[config.mk]
export PLATFORM = sky130hd
export DESIGN_NAME = i2c_ptr_slave
export DESIGN_NICKNAME = d
export VERILOG_FILES = /design/src/rtl/i2c_ptr_pkg.sv /design/src/rtl/i2c_line_filter.sv /design/src/rtl/i2c_bus_events.sv /design/src/rtl/i2c_ptr_fsm.sv /design/src/rtl/i2c_ptr_slave.sv
export SDC_FILE = /design/constraint.sdc
export NUM_CORES = 1
export LEC_CHECK = 0
export BUFFER_PORTS_ARGS = -buffer_cell sky130_fd_sc_hd__buf_2
export CAP_MARGIN = 5
export CORE_UTILIZATION = 49
export CTS_BUF_LIST = sky130_fd_sc_hd__clkbuf_2
export CTS_CLUSTER_DIAMETER = 60
export DETAILED_ROUTE_END_ITERATION = 16
export GPL_TIMING_DRIVEN = 1
export PLACE_DENSITY = 0.75
export SLEW_MARGIN = 20
export SYNTH_ARGS = -nofsm -noshare
export SYNTH_HDL_FRONTEND = slang
export SYNTH_SLANG_ARGS = --single-unit
[constraint.sdc]
create_clock -name clk -period 2.4 [get_ports clk]
set_clock_uncertainty 0.1 [all_clocks]
set_input_delay 0.12 -clock clk [delete_from_list [all_inputs] [get_ports clk]]
set_output_delay 0.12 -clock clk [all_outputs]
set_load 0.01 [all_outputs]
[src/rtl/i2c_ptr_pkg.sv]
package i2c_ptr_pkg;

    typedef enum logic [3:0] {
        ST_IDLE,
        ST_ADDR,
        ST_ADDR_ACK,
        ST_CMD,
        ST_CMD_ACK,
        ST_WDATA,
        ST_WDATA_ACK,
        ST_RDATA,
        ST_RDATA_ACK,
        ST_IGNORE
    } bus_state_t;

endpackage

[src/rtl/i2c_line_filter.sv]
module i2c_line_filter #(
    parameter int SYNC_STAGES = 2,
    parameter int TAPS        = 3
) (
    input  logic clk,
    input  logic rst_n,
    input  logic line_raw,
    output logic line_filt
);
    localparam int ONES_W = $clog2(TAPS + 1);

    logic [SYNC_STAGES-1:0] sync_q;
    logic [TAPS-1:0]        taps_q;
    logic [ONES_W-1:0]      ones;
    logic                   filt_q;

    always_comb begin
        ones = '0;
        for (int i = 0; i < TAPS; i++) begin
            ones = ones + ONES_W'(taps_q[i]);
        end
    end

    always_ff @(posedge clk or negedge rst_n) begin
        if (!rst_n) begin
            sync_q <= '1;
            taps_q <= '1;
            filt_q <= 1'b1;
        end else begin
            sync_q <= {sync_q[SYNC_STAGES-2:0], line_raw};
            taps_q <= {taps_q[TAPS-2:0], sync_q[SYNC_STAGES-1]};
            filt_q <= (ones > ONES_W'(TAPS / 2));
        end
    end

    assign line_filt = filt_q;


    filt_hold_chk: assert property (@(posedge clk) disable iff (!rst_n)
        (taps_q == {TAPS{filt_q}}) |=> $stable(filt_q));

endmodule

[src/rtl/i2c_bus_events.sv]
module i2c_bus_events (
    input  logic clk,
    input  logic rst_n,
    input  logic scl_f,
    input  logic sda_f,
    output logic scl_rise,
    output logic scl_fall,
    output logic start_det,
    output logic stop_det
);
    logic scl_q;
    logic sda_q;

    always_ff @(posedge clk or negedge rst_n) begin
        if (!rst_n) begin
            scl_q <= 1'b1;
            sda_q <= 1'b1;
        end else begin
            scl_q <= scl_f;
            sda_q <= sda_f;
        end
    end

    assign scl_rise  = !scl_q &&  scl_f;
    assign scl_fall  =  scl_q && !scl_f;
    assign start_det =  scl_q &&  scl_f &&  sda_q && !sda_f;
    assign stop_det  =  scl_q &&  scl_f && !sda_q &&  sda_f;

endmodule

[src/rtl/i2c_ptr_fsm.sv]
module i2c_ptr_fsm
    import i2c_ptr_pkg::*;
#(
    parameter int         DATA_W     = 8,
    parameter int         IDX_W      = 2,
    parameter int         PIN_W      = 2,
    parameter int         FIXED_W    = 5,
    parameter logic [4:0] FIXED_ADDR = 5'b11100
) (
    input  logic              clk,
    input  logic              rst_n,
    input  logic [PIN_W-1:0]  addr_sel,
    input  logic              scl_rise,
    input  logic              scl_fall,
    input  logic              start_det,
    input  logic              stop_det,
    input  logic              sda_f,
    output logic              sda_pull_low,
    output logic [IDX_W-1:0]  reg_idx,
    output logic              reg_wr,
    output logic [DATA_W-1:0] reg_wdata,
    output logic              reg_rd,
    input  logic [DATA_W-1:0] reg_rdata
);
    localparam int CNT_W = $clog2(DATA_W + 1);

    bus_state_t        state_q, state_d;
    logic [DATA_W-1:0] sh_q;
    logic [CNT_W-1:0]  cnt_q;
    logic [IDX_W-1:0]  ptr_q;
    logic              rw_q;
    logic              mnack_q;

    logic byte_full, last_tx, rx_state, addr_hit, cmd_ok, bus_evt;

    assign byte_full = (cnt_q == CNT_W'(DATA_W));
    assign last_tx   = (cnt_q == CNT_W'(DATA_W - 1));
    assign rx_state  = (state_q == ST_ADDR) || (state_q == ST_CMD) || (state_q == ST_WDATA);
    assign addr_hit  = (sh_q[DATA_W-1:1] == {FIXED_ADDR[FIXED_W-1:0], addr_sel});
    assign cmd_ok    = (sh_q[DATA_W-1:IDX_W] == '0);
    assign bus_evt   = start_det || stop_det;

    // state register
    always_ff @(posedge clk or negedge rst_n) begin
        if (!rst_n) state_q <= ST_IDLE;
        else        state_q <= state_d;
    end

    // next-state logic
    always_comb begin
        state_d = state_q;
        if (start_det) begin
            state_d = ST_ADDR;
        end else if (stop_det) begin
            state_d = ST_IDLE;
        end else begin
            unique case (state_q)
                ST_IDLE:      state_d = ST_IDLE;
                ST_ADDR:      if (scl_fall && byte_full) state_d = addr_hit ? ST_ADDR_ACK : ST_IGNORE;
                ST_ADDR_ACK:  if (scl_fall) state_d = rw_q ? ST_RDATA : ST_CMD;
                ST_CMD:       if (scl_fall && byte_full) state_d = cmd_ok ? ST_CMD_ACK : ST_IGNORE;
                ST_CMD_ACK:   if (scl_fall) state_d = ST_WDATA;
                ST_WDATA:     if (scl_fall && byte_full) state_d = ST_WDATA_ACK;
                ST_WDATA_ACK: if (scl_fall) state_d = ST_WDATA;
                ST_RDATA:     if (scl_fall && last_tx) state_d = ST_RDATA_ACK;
                ST_RDATA_ACK: if (scl_fall) state_d = mnack_q ? ST_IGNORE : ST_RDATA;
                ST_IGNORE:    state_d = ST_IGNORE;
                default:      state_d = ST_IDLE;
            endcase
        end
    end

    // output logic
    always_comb begin
        sda_pull_low = 1'b0;
        reg_wr       = 1'b0;
        reg_rd       = 1'b0;
        unique case (state_q)
            ST_ADDR_ACK, ST_CMD_ACK, ST_WDATA_ACK: sda_pull_low = 1'b1;
            ST_RDATA:                              sda_pull_low = !sh_q[DATA_W-1];
            default:                               sda_pull_low = 1'b0;
        endcase
        if (!bus_evt && scl_fall) begin
            reg_wr = (state_q == ST_WDATA) && byte_full;
            reg_rd = ((state_q == ST_ADDR_ACK) && rw_q) ||
                     ((state_q == ST_RDATA_ACK) && !mnack_q);
        end
    end

    assign reg_idx   = ptr_q;
    assign reg_wdata = sh_q;

    // datapath: shifter, bit counter, pointer, direction, master ack
    always_ff @(posedge clk or negedge rst_n) begin
        if (!rst_n) begin
            sh_q    <= '0;
            cnt_q   <= '0;
            ptr_q   <= '0;
            rw_q    <= 1'b0;
            mnack_q <= 1'b0;
        end else if (start_det) begin
            cnt_q <= '0;
        end else if (!stop_det) begin
            if (rx_state && scl_rise && !byte_full) begin
                sh_q  <= {sh_q[DATA_W-2:0], sda_f};
                cnt_q <= cnt_q + CNT_W'(1);
            end
            if ((state_q == ST_ADDR) && scl_fall && byte_full) begin
                rw_q <= sh_q[0];
            end
            if ((state_q == ST_CMD) && scl_fall && byte_full && cmd_ok) begin
                ptr_q <= sh_q[IDX_W-1:0];
            end
            if (scl_fall && (((state_q == ST_ADDR_ACK) && !rw_q) ||
                             (state_q == ST_CMD_ACK) || (state_q == ST_WDATA_ACK))) begin
                cnt_q <= '0;
            end
            if (reg_rd) begin
                sh_q  <= reg_rdata;
                cnt_q <= '0;
            end
            if ((state_q == ST_RDATA) && scl_fall && !last_tx) begin
                sh_q  <= {sh_q[DATA_W-2:0], 1'b0};
                cnt_q <= cnt_q + CNT_W'(1);
            end
            if ((state_q == ST_RDATA_ACK) && scl_rise) begin
                mnack_q <= sda_f;
            end
        end
    end


    reset_idle_chk: assert property (@(posedge clk)
        !rst_n |=> (state_q == ST_IDLE) && !sda_pull_low);


    addr_match_chk: assert property (@(posedge clk) disable iff (!rst_n)
        (state_q == ST_ADDR_ACK) && ($past(state_q) == ST_ADDR) |->
        ($past(sh_q[DATA_W-1:1]) == {FIXED_ADDR[FIXED_W-1:0], addr_sel}));


    ptr_update_chk: assert property (@(posedge clk) disable iff (!rst_n)
        !$stable(ptr_q) |-> (state_q == ST_CMD_ACK));


    wr_then_ack_chk: assert property (@(posedge clk) disable iff (!rst_n)
        reg_wr |=> (state_q == ST_WDATA_ACK) && sda_pull_low);


    rd_then_send_chk: assert property (@(posedge clk) disable iff (!rst_n)
        reg_rd |=> (state_q == ST_RDATA));


    ignore_quiet_chk: assert property (@(posedge clk) disable iff (!rst_n)
        (state_q == ST_IGNORE) |-> !sda_pull_low && !reg_rd && !reg_wr);


    bit_count_chk: assert property (@(posedge clk) disable iff (!rst_n)
        cnt_q <= CNT_W'(DATA_W));

endmodule

[src/rtl/i2c_ptr_slave.sv]
module i2c_ptr_slave #(
    parameter int         DATA_W      = 8,
    parameter int         NUM_REGS    = 4,
    parameter int         PIN_W       = 2,
    parameter logic [4:0] FIXED_ADDR  = 5'b11100,
    parameter int         SYNC_STAGES = 2,
    parameter int         FILT_TAPS   = 3
) (
    input  logic                        clk,
    input  logic                        rst_n,
    input  logic [PIN_W-1:0]            addr_sel,
    input  logic                        scl_raw,
    input  logic                        sda_raw,
    output logic                        sda_pull_low,
    output logic [$clog2(NUM_REGS)-1:0] reg_idx,
    output logic                        reg_wr,
    output logic [DATA_W-1:0]           reg_wdata,
    output logic                        reg_rd,
    input  logic [DATA_W-1:0]           reg_rdata
);
    localparam int IDX_W   = $clog2(NUM_REGS);
    localparam int FIXED_W = 7 - PIN_W;

    logic scl_f, sda_f;
    logic scl_rise, scl_fall, start_det, stop_det;

    i2c_line_filter #(.SYNC_STAGES(SYNC_STAGES), .TAPS(FILT_TAPS)) u_scl_filt (
        .clk(clk), .rst_n(rst_n), .line_raw(scl_raw), .line_filt(scl_f));

    i2c_line_filter #(.SYNC_STAGES(SYNC_STAGES), .TAPS(FILT_TAPS)) u_sda_filt (
        .clk(clk), .rst_n(rst_n), .line_raw(sda_raw), .line_filt(sda_f));

    i2c_bus_events u_events (
        .clk(clk), .rst_n(rst_n), .scl_f(scl_f), .sda_f(sda_f),
        .scl_rise(scl_rise), .scl_fall(scl_fall),
        .start_det(start_det), .stop_det(stop_det));

    i2c_ptr_fsm #(
        .DATA_W(DATA_W), .IDX_W(IDX_W), .PIN_W(PIN_W),
        .FIXED_W(FIXED_W), .FIXED_ADDR(FIXED_ADDR)
    ) u_fsm (
        .clk(clk), .rst_n(rst_n), .addr_sel(addr_sel),
        .scl_rise(scl_rise), .scl_fall(scl_fall),
        .start_det(start_det), .stop_det(stop_det), .sda_f(sda_f),
        .sda_pull_low(sda_pull_low), .reg_idx(reg_idx),
        .reg_wr(reg_wr), .reg_wdata(reg_wdata),
        .reg_rd(reg_rd), .reg_rdata(reg_rdata));

endmodule

==> impl_results.md <==
- Main synth FF type: dfrtp_1
- Number of synthesized flops with an enable pin: 0
- HP Class: in2async
- Status: finished, final reports clean
- HPWL Detailed: 3087 um
- Core area: 3661 um2
- PwrDens: 1084 nW/um2
- Root Driver: clkbuf_2
- Cell Count, Final, Fillers Out: 268
- Setup Fix Bufs, Post-CTS: 0
- DRT iter0 DRCs: 139
- Setup Crit Path Kind: reg2out
- Layout cell share with drive strength beyond 1: 28.18%
- Die ar.: 4063 um2
- Via-to-Cell Ratio: 6.187
- Num CTS Buffers: 5
- CTS HTree Levels: 2
- Worst ir drop on vdd: 557.7 uV
- Final core area utilization: 60.53%
- Top-area cell type share of the netlist area: 26.79%
- Wirelength, routed: 4656 um
- Clk pwr share: 20.2%
- Clock Sinks: 34
- Register area share after synthesis: 46.48%
- P_leak: 0.9795 nW
- Count leader, synth: dfrtp_1
- Final net count: 237
- Final TNS setup: 0 ns
- Vias: 1,658
- Achievable frequency: 0.4374 GHz
- Cell count after placement: 249
- Syn Inst Count: 183
- Async S/R FF share, synth: 100.0%
- Vias in the first global route: 1,564
- Number of diodes: 0
- Net Switching: 0.9705 mW
- Final GP Congestion: 0.9277
- Port buffer count: 26
- Final setup viols: 0
- Skew-Pair Late Insertion Delay: 0.38 ns
- RSZ-0062 raised after global routing: false
- First-pass GRT wire length: 7389 um
- CTS max path bufs: 2
- Die H: 63.75 um
- Rows: 22
- Post-route ant nets: 0
- Sequential Power Share: 42.7%
- Internal: 1.431 mW
- Final setup margin: 0.1136 ns
- Netlist Area Pre-Place: 1868 um2
- Top post-synthesis cells by area: dfrtp_1 27%, dfstp_2 20%, o21ai_0 3.5%
- Worst-path maximum fanout: 18
- Total global routing track utilization: 24.20%
- FF+latch count, synth: 34
- Yosys warning total: 0
- Pre-antenna DRT Iters: 7
- Sw frac: 40.41%
- Clock-pin slew on the worst setup and hold paths: 0.20 ns
- Multi-input gate area: 915.9 um2
- Dpl ws: 0.3443 ns
- Worst Setup End Kind: output pin
- Total grt overflow: 0
- Max Cap Violations: 0
- Sequential cell area: 869.6 um2
- Drt drc: 0
- Initial antenna violation count: 0
- Final hold vios: 0
- Initial Util: 51.03%
- Worst Path Arrival: 2.07 ns
- Period utilization: 95.27%
- Post-Syn Nets: 201
- Pin count of the biggest net entering global routing: 35
- WHS: 0.2059 ns
- Fin. max-slew vios: 0
- Per-cell routed wire length: 17.37 um
- Critical Path RT: 2.18 ns
- Syn Area/Cell: 10.21 um2
- Post-synth top cells: 20 x dfrtp_1, 14 x dfstp_2, 13 x nand2_1, 13 x o21ai_0, 12 x nand3_1
- CTS tree: done
- Period minus WS final: 2.286 ns
- Die width: 63.75 um
- Critical path startpoint category: flop
- Post-synth top area cell: dfrtp_1
- Worst slew margin: 49.81%
- IO Count: 27
- Combinational share of power: 37.2%
- Unique cell type count in the Yosys netlist: 56
- Worst slew pin tran: 0.7529 ns
- Fill count: 306
- Area added between synthesis and finish: 18.62%
==> final timing paths <==
kind	from	endpoint	slack, ns	cells past startpoint
min in group clk	u_scl_filt.taps_q[1]	u_scl_filt.taps_q[2]	0.25	0
min	rst_n	u_fsm.state_q[0]	0.21	2
min reg2reg	u_scl_filt.taps_q[1]	u_scl_filt.taps_q[2]	0.25	0
max in group asynchronous	rst_n	u_fsm.state_q[3]	1.49	2
max reg2reg	u_fsm.state_q[0]	u_fsm.cnt_q[1]	0.35	5
max	u_fsm.state_q[0]	reg_rd	0.11	4
==> through the flow <==
step / power [mW] / area [um2]
6_report: 2.401 / 2216
5_1_grt: 2.548 / 2216
4_1_cts: 2.385 / 2215
3_5_place_dp: 1.886 / 2016
3_3_place_gp: 1.830 / 2016
2_1_floorplan: 1.640 / 1868
==> layout by cell type (no fill, tap or decap), types with 6 or more instances in the layout <==
master	synthesis	final
buf_2	5	26
dfrtp_1	20	19
dfstp_2	14	14
o21ai_0	13	13
nand2_1	13	13
nand3_1	12	12
dlygate4sd3_1	0	11
nor2_1	7	7
nor2b_1	7	7
nand4_1	6	6
==> timing repair <==
action	CTS	global route
hold endpoints to repair	30	0
hold buffers	11	0
gates resized for setup	0	1
endpoints found under the setup margin	0	1
==> kinds of logic (layout without fill, tap and decap cells) <==
logic type | after synthesis | count (layout) | synth area share [%]
AOI/OAI and AO/OA | 41 | 41 | 15.14
muxes | 4 | 4 | 2.411
adders and majority gates | 4 | 4 | 2.679
xor gates and xnor gates | 3 | 3 | 1.407
buffers and inverters | 16 | 53 | 4.487
and+or+nand+nor | 81 | 81 | 27.40
DFF | 34 | 34 | 46.48
==> state kept, by name (all words and copies together), names as in the netlist, 2 cells and up <==
name	flops
u_sda_filt.taps_q	3
u_scl_filt.sync_q	2
u_fsm.reg_idx	2
u_fsm.cnt_q	4
u_fsm.state_q	4
u_fsm.reg_wdata	8
u_scl_filt.taps_q	3
u_sda_filt.sync_q	2
==> area by class of cell <==
type	instances	share of cell area, %
inverters	5	0.8470
well taps	48	2.710
clock inverters	3	2.880
multi-input cells	133	41.33
clock buffers	5	1.129
repair buffers	40	11.86
flip-flops and latches	34	39.24
==> metal layers <==
metal  track usage, %  part of all wire, %  up-vias
met2            38.03                   49       80
met1            32.21                   42      801
met5                0                    0        -
met4            9.943                  2.3        0
met3            5.357                  6.9       18
li1                 -                    -      759
==> critical path, cell delays in order (launching register included) <==
cell	delay, ns
dfrtp_1	0.62
nor4b_1	0.50
o21ai_2	0.21
inv_2	0.19
buf_2	0.16
==> power by group through the flow <==
| stage | combinational, mW | sequential [mW] | clock, mW |
|---|---|---|---|
| after floorplan | 0.759 | 0.880 | 0 |
| after global placement | 0.828 | 1.00 | 0 |
| after detailed placement | 0.866 | 1.02 | 0 |
| after CTS | 0.886 | 1.01 | 0.489 |
| after global routing | 0.987 | 1.05 | 0.507 |
| final | 0.893 | 1.02 | 0.484 |
Note: power is estimated with default switching activity, not from simulation.
